File: src/rtl/uart_fc_pkg.sv
package uart_fc_pkg;

    typedef enum logic {
        TXG_IDLE = 1'b0,
        TXG_SEND = 1'b1
    } txg_state_e;

    typedef struct packed {
        logic enable;
        logic in_role;   // 0: clear-to-send, 1: receiver request
        logic out_role;  // 1: ready-to-send, 0: ready-to-receive
    } fc_cfg_t;

    localparam logic PIN_IDLE = 1'b1;

    // Active-low level for the shared output pin.
    function automatic logic out_pin_level(fc_cfg_t cfg, logic frame_rdy,
                                           logic rx_full, logic alt_n);
        if (!cfg.enable)
            return alt_n;
        else if (cfg.out_role)
            return ~frame_rdy;
        else
            return rx_full;
    endfunction

    // Whether the transmitter may open a new frame.
    function automatic logic tx_clear(fc_cfg_t cfg, logic in_sync_n);
        return !cfg.enable || cfg.in_role || !in_sync_n;
    endfunction

endpackage

File: src/rtl/fc_sync.sv
module fc_sync #(
    parameter int   STAGES    = 2,
    parameter logic RESET_VAL = 1'b1
) (
    input  logic clk,
    input  logic rst,
    input  logic d,
    output logic q
);
    logic [STAGES-1:0] chain;

    generate
        if (STAGES == 1) begin : g_one
            always_ff @(posedge clk) begin
                if (rst) chain <= RESET_VAL;
                else     chain <= d;
            end
        end else begin : g_many
            always_ff @(posedge clk) begin
                if (rst) chain <= {STAGES{RESET_VAL}};
                else     chain <= {chain[STAGES-2:0], d};
            end
        end
    endgenerate

    assign q = chain[STAGES-1];
endmodule

File: src/rtl/fc_tx_gate.sv
module fc_tx_gate
    import uart_fc_pkg::*;
(
    input  logic clk,
    input  logic rst,
    input  logic frame_rdy,
    input  logic clear,
    input  logic done,
    output logic start
);
    txg_state_e state;

    always_ff @(posedge clk) begin
        if (rst) begin
            state <= TXG_IDLE;
            start <= 1'b0;
        end else begin
            start <= 1'b0;
            case (state)
                TXG_IDLE: begin
                    if (frame_rdy && clear) begin
                        start <= 1'b1;
                        state <= TXG_SEND;
                    end
                end
                TXG_SEND: begin
                    if (done) state <= TXG_IDLE;
                end
                default: state <= TXG_IDLE;
            endcase
        end
    end
endmodule

File: src/rtl/fc_pin_mux.sv
module fc_pin_mux
    import uart_fc_pkg::*;
(
    input  logic    clk,
    input  logic    rst,
    input  fc_cfg_t cfg,
    input  logic    frame_rdy,
    input  logic    rx_full,
    input  logic    alt_n,
    input  logic    in_sync_n,
    output logic    out_n,
    output logic    alt_in_n,
    output logic    rx_enable
);
    always_ff @(posedge clk) begin
        if (rst) out_n <= PIN_IDLE;
        else     out_n <= out_pin_level(cfg, frame_rdy, rx_full, alt_n);
    end

    assign alt_in_n  = cfg.enable ? PIN_IDLE : in_sync_n;
    assign rx_enable = (cfg.enable && cfg.in_role) ? !in_sync_n : 1'b1;
endmodule

File: src/rtl/uart_flowctl.sv
module uart_flowctl
    import uart_fc_pkg::*;
#(
    parameter int SYNC_STAGES = 2
) (
    input  logic clk,
    input  logic rst,
    input  logic fc_en,
    input  logic in_sel,
    input  logic out_sel,
    input  logic pin_in_n,
    output logic alt_in_n,
    output logic pin_out_n,
    input  logic alt_out_n,
    input  logic tx_frame_rdy,
    input  logic tx_done,
    output logic tx_start,
    input  logic rx_valid,
    output logic rx_en
);
    fc_cfg_t cfg;
    logic    sync_n;
    logic    clear;

    assign cfg = '{enable: fc_en, in_role: in_sel, out_role: out_sel};

    fc_sync #(.STAGES(SYNC_STAGES), .RESET_VAL(PIN_IDLE)) u_sync (
        .clk (clk),
        .rst (rst),
        .d   (pin_in_n),
        .q   (sync_n)
    );

    assign clear = tx_clear(cfg, sync_n);

    fc_tx_gate u_gate (
        .clk       (clk),
        .rst       (rst),
        .frame_rdy (tx_frame_rdy),
        .clear     (clear),
        .done      (tx_done),
        .start     (tx_start)
    );

    fc_pin_mux u_mux (
        .clk       (clk),
        .rst       (rst),
        .cfg       (cfg),
        .frame_rdy (tx_frame_rdy),
        .rx_full   (rx_valid),
        .alt_n     (alt_out_n),
        .in_sync_n (sync_n),
        .out_n     (pin_out_n),
        .alt_in_n  (alt_in_n),
        .rx_enable (rx_en)
    );
endmodule

File: config.mk
export PLATFORM = sky130hd
export DESIGN_NAME = uart_flowctl
export DESIGN_NICKNAME = d
export VERILOG_FILES = /design/src/rtl/uart_fc_pkg.sv /design/src/rtl/fc_sync.sv /design/src/rtl/fc_tx_gate.sv /design/src/rtl/fc_pin_mux.sv /design/src/rtl/uart_flowctl.sv
export SDC_FILE = /design/constraint.sdc
export NUM_CORES = 1
export LEC_CHECK = 0
export ABC_AREA = 1
export BUFFER_PORTS_ARGS = -buffer_cell sky130_fd_sc_hd__buf_4
export CORE_AREA = 2 2 39 41
export CTS_BUF_LIST = sky130_fd_sc_hd__clkbuf_2 sky130_fd_sc_hd__clkbuf_4 sky130_fd_sc_hd__clkbuf_8
export DETAILED_ROUTE_END_ITERATION = 16
export DIE_AREA = 0 0 41 43
export SYNTH_ARGS = -nofsm -noshare
export SYNTH_HDL_FRONTEND = slang
export SYNTH_SLANG_ARGS = --single-unit
File: constraint.sdc
create_clock -name clk -period 1.55 [get_ports clk]
set_clock_uncertainty 0.15 [all_clocks]
set_input_delay 0.0775 -clock clk [delete_from_list [all_inputs] [get_ports clk]]
set_output_delay 0.0775 -clock clk [all_outputs]
set_load 0.03 [all_outputs]
### After elaboration in Yosys (flattened, before gate mapping)

Cells that the tools add are included.
W data, S select, Z words.

| cells by class | value |
|---|---|
| mux-type cells | 7 |
| bitwise gates (word level) | 2 |
| reductions and logical operators | 7 |

Operator list:

| kind | count |
|---|---|
| $mux W1 | 6 |
| $logic_and A1 B1 Y1 | 2 |
| $logic_not A1 Y1 | 2 |
| $logic_or A1 B1 Y1 | 2 |
| $not A1 Y1 | 2 |
| $pmux W1 S2 | 1 |
| $reduce_or A2 Y1 | 1 |

| word-level totals | value |
|---|---|
| bits in registers | 5 |
| input port bits | 10 |
| output and inout bits | 4 |
| logic and storage cells | 20 |

### Depth between registers and ports, before layout

| depth | value |
|---|---|
| depth in word-level cells | 6 |
| mapped depth | 5 |
| depth with buffers taken out | 5 |

### Hierarchy

A second synthesis with hierarchy kept.

| unflattened totals | value |
|---|---|
| cells, all modules | 31 |
| area, all modules | 215.2 um^2 |

Modules (own cells, without submodules):

| module | instances | cells an instance | area each (um^2) |
|---|---|---|---|
| fc_tx_gate | 1 | 11 | 75.1 |
| fc_pin_mux | 1 | 11 | 67.6 |
| fc_sync | 1 | 7 | 58.8 |
| uart_flowctl | 1 | 2 | 13.8 |

### Worst setup path before layout

No wires, ideal clock.

| path | value |
|---|---|
| path kind | flip-flop to output port |
| start point | register u_sync.chain[1] |
| end point | output alt_in_n |
| arrival | 0.611 ns |
| data required time | 1.322 ns |
| path slack | 0.712 ns |
| stages on the path, launching flop included | 2 |
| cells stage by stage | dfxtp_1 or2_1 |

| between the ends | value |
|---|---|
| longest elaborated chain between the ends | 1 |

Ends and longest elaborated chain:

| item | RTL line | source |
|---|---|---|
| start: declaration | fc_sync.sv:10 | `logic [STAGES-1:0] chain;` |
| start signal: assignment | fc_sync.sv:20 | `if (rst) chain <= {STAGES{RESET_VAL}};` |
| start signal: assignment | fc_sync.sv:21 | `else chain <= {chain[STAGES-2:0], d};` |
| $mux W1 | fc_pin_mux.sv:20 | `assign alt_in_n = cfg.enable ? PIN_IDLE : in_sync_n;` |
| end: declaration | uart_flowctl.sv:12 | `output logic alt_in_n,` |

No other way between the ends.

### Final worst setup path

| path | value |
|---|---|
| start point | input pin_in_n |
| end point | register u_sync.chain[0] |

RTL lines:

| item | RTL line | source |
|---|---|---|
| start: declaration | uart_flowctl.sv:11 | `input logic pin_in_n,` |

No word-level cell between the ends.

==> results.ini <==
[run_status]
status=completed

[power_and_ir_drop]
peakVddDrop_v=0.0003644
powerDensity_nw_per_um2=869.8
p_leak_uw=0.0002165

[clock_network]
htreeDepth=1
cts-buffers-inserted=3
max-clock-path-buffers=2
root_buffer=clkbuf_4
clock-sinks=5
post-cts-setup-buffer-count=0
tritoncts=done
clk_latency_ps=240
clk_pin_slew_worst_paths_ps=40

[detailed_routing]
num_vias=248
wire_per_inst_um=6.985
drt-initial-drc-count=3
dr.pass1.iters=2
antenna_left=0
drc=0
wl_um=475
vias_per_cell=3.647

[placement]
gp_routability_congestion=0.5676
placed_cell_area_um2=307.8
port_buffers=13
dp_hpwl_um=328.3

[global_route]
overflow=0
grt_pass1_wl_um=821
grt_pass1_vias=235
grt_max_degree=6
grtUsageTotal=0.08024
grt_antenna_before_repair=0

[logic_synthesis]
syn_area_um2=190.2
ys_top_cells_by_count=nand2_1, dfxtp_1, inv_1, nor2_1, or2_1
yosys_warnings=0
synthCells=25
synthTopCellsByArea=dfxtp_1, nand2_1, or2_1
netlist.area_leader.share=0.5263
async_flop_share=0
synth_edf_count=0
synth_seq_cells=5
synth.distinct_cells=9
syn-num-nets=35
yosysSeqAreaShare=0.5263
synth_flop_cell=dfxtp_1
synth.most_common_cell=nand2_1
avgSynthCellArea_um2=7.607
yosys.area.top_type=dfxtp_1

[worst_setup_path]
crit_required_ps=1520
critPathKind=primary input to register
arrival_ps=1460
worstPathMaxFanout=1
end_kind=register
rr_worst_depth=3
startpoint_type=primary input

[floorplanning]
fp.dieH_um=43
die_w_um=41
initial_core_util=0.1374
pin_count=14
core_area_um2=1384
rows=14
die_area_um2=1763

[hold_path]
whs_path_depth=1
hold_path.class=register to register

[sta]
period_minus_slack_ps=1492
rsz0062_at_grt=false
fmax_mhz=670.4
whs_ps=250.0
fin_tns_setup_ps=0
hold_viol=0
tightest_slew_ps=159.7
slew_headroom=0.8932
maxSlewViolCount=0
setup-violations-final=0
post-route-period-util=0.9624

[cells_and_area]
nets=63
diodes=0
areaGrowthSynthToFinish_pct=131.6
drive_above_1_share=0.3077
fillers=147
final_area_um2=440.4
multi_input_area_um2=75.07
ff_latch_area_um2=100.1

[flow_run]
cap_violations=0

-- timing repair --
| action | CTS | global route |
|---|---|---|
| hold buffers | 12 | 0 |
| endpoints found under the hold margin | 5 | 0 |
| endpoints found under the setup margin | 0 | 2 |
| gates resized for setup | 0 | 0 |
-- path summary, 6_finish.rpt --
check                                      from              end  slack, ps
worst max-delay path                   pin_in_n  u_sync.chain[0]         60
worst min-delay path            u_sync.chain[0]  u_sync.chain[1]        250
worst max register to register  u_sync.chain[1]     u_gate.state        750
worst min register to register  u_sync.chain[0]  u_sync.chain[1]        250
-- cell usage in the layout (no fill, tap or decap), drive strengths merged --
| cell | instances |
|---|---|
| nand2 | 6 |
| dfxtp | 5 |
| buf | 12 |
| nor2 | 3 |
| inv | 4 |
| a21oi | 1 |
| nand3b | 1 |
| o21ai | 1 |
| dlygate4sd3 | 11 |
| or2 | 3 |
| clkbuf | 4 |
| nand3 | 1 |
-- critical path, cell delays in order --
cell and delay (ps):
dlygate4sd3_1 530, buf_4 130, or2_1 190, dlygate4sd3_1 540
-- cell type report --
class	count	share of cell area
Inverter	4	0.03409
Sequential cell	5	0.2273
Multi-Input combinational cell	16	0.1705
Clock buffer	4	0.06818
Timing Repair Buffer	23	0.4545
Tap cell	16	0.04545
-- per-stage QoR --
step	total power, µW	util	std cells	setup WS [ps]
final	383.1	0.3183	68	58.33
after global routing	417.7	0.3183	68	15.64
after CTS	396.4	0.3309	70	14.44
after detailed placement	197.4	0.2224	54	660.8
after global placement	196.7	0.2224	54	668.3
after floorplan	166.3	-	25	711.5
-- cells by family (layout without fill, tap and decap cells) --
logic type             Yosys count  after routing  synth area share
AOI/OAI and AO/OA                2              2           0.05258
buffers and inverters            4             31           0.07892
DFF                              5              5            0.5263
and+or+nand+nor                 14             14            0.3421
-- state kept, by name (all words and copies together), names as in the netlist --
signal / count
u_gate.start: 1
u_mux.out_n: 1
u_gate.state: 1
u_sync.chain: 2
-- report_power, final --
part,internal [µW],total (µW),switching (µW)
logic,44.6,74.9,30.3
clock network,115,169,54.1
registers,137,139,2.04
total,297,383,86.4
-- layer usage --
| metal | vias up | track usage | wire, µm |
|---|---|---|---|
| met2 | 11 | 0.1344 | 241 |
| met5 | - | 0 | 0 |
| met3 | 0 | 0.07853 | 55 |
| met4 | 0 | 0.06000 | 0 |
| li1 | 129 | - | - |
| met1 | 108 | 0.04167 | 178 |
Note: power is estimated with default switching activity, not from simulation.
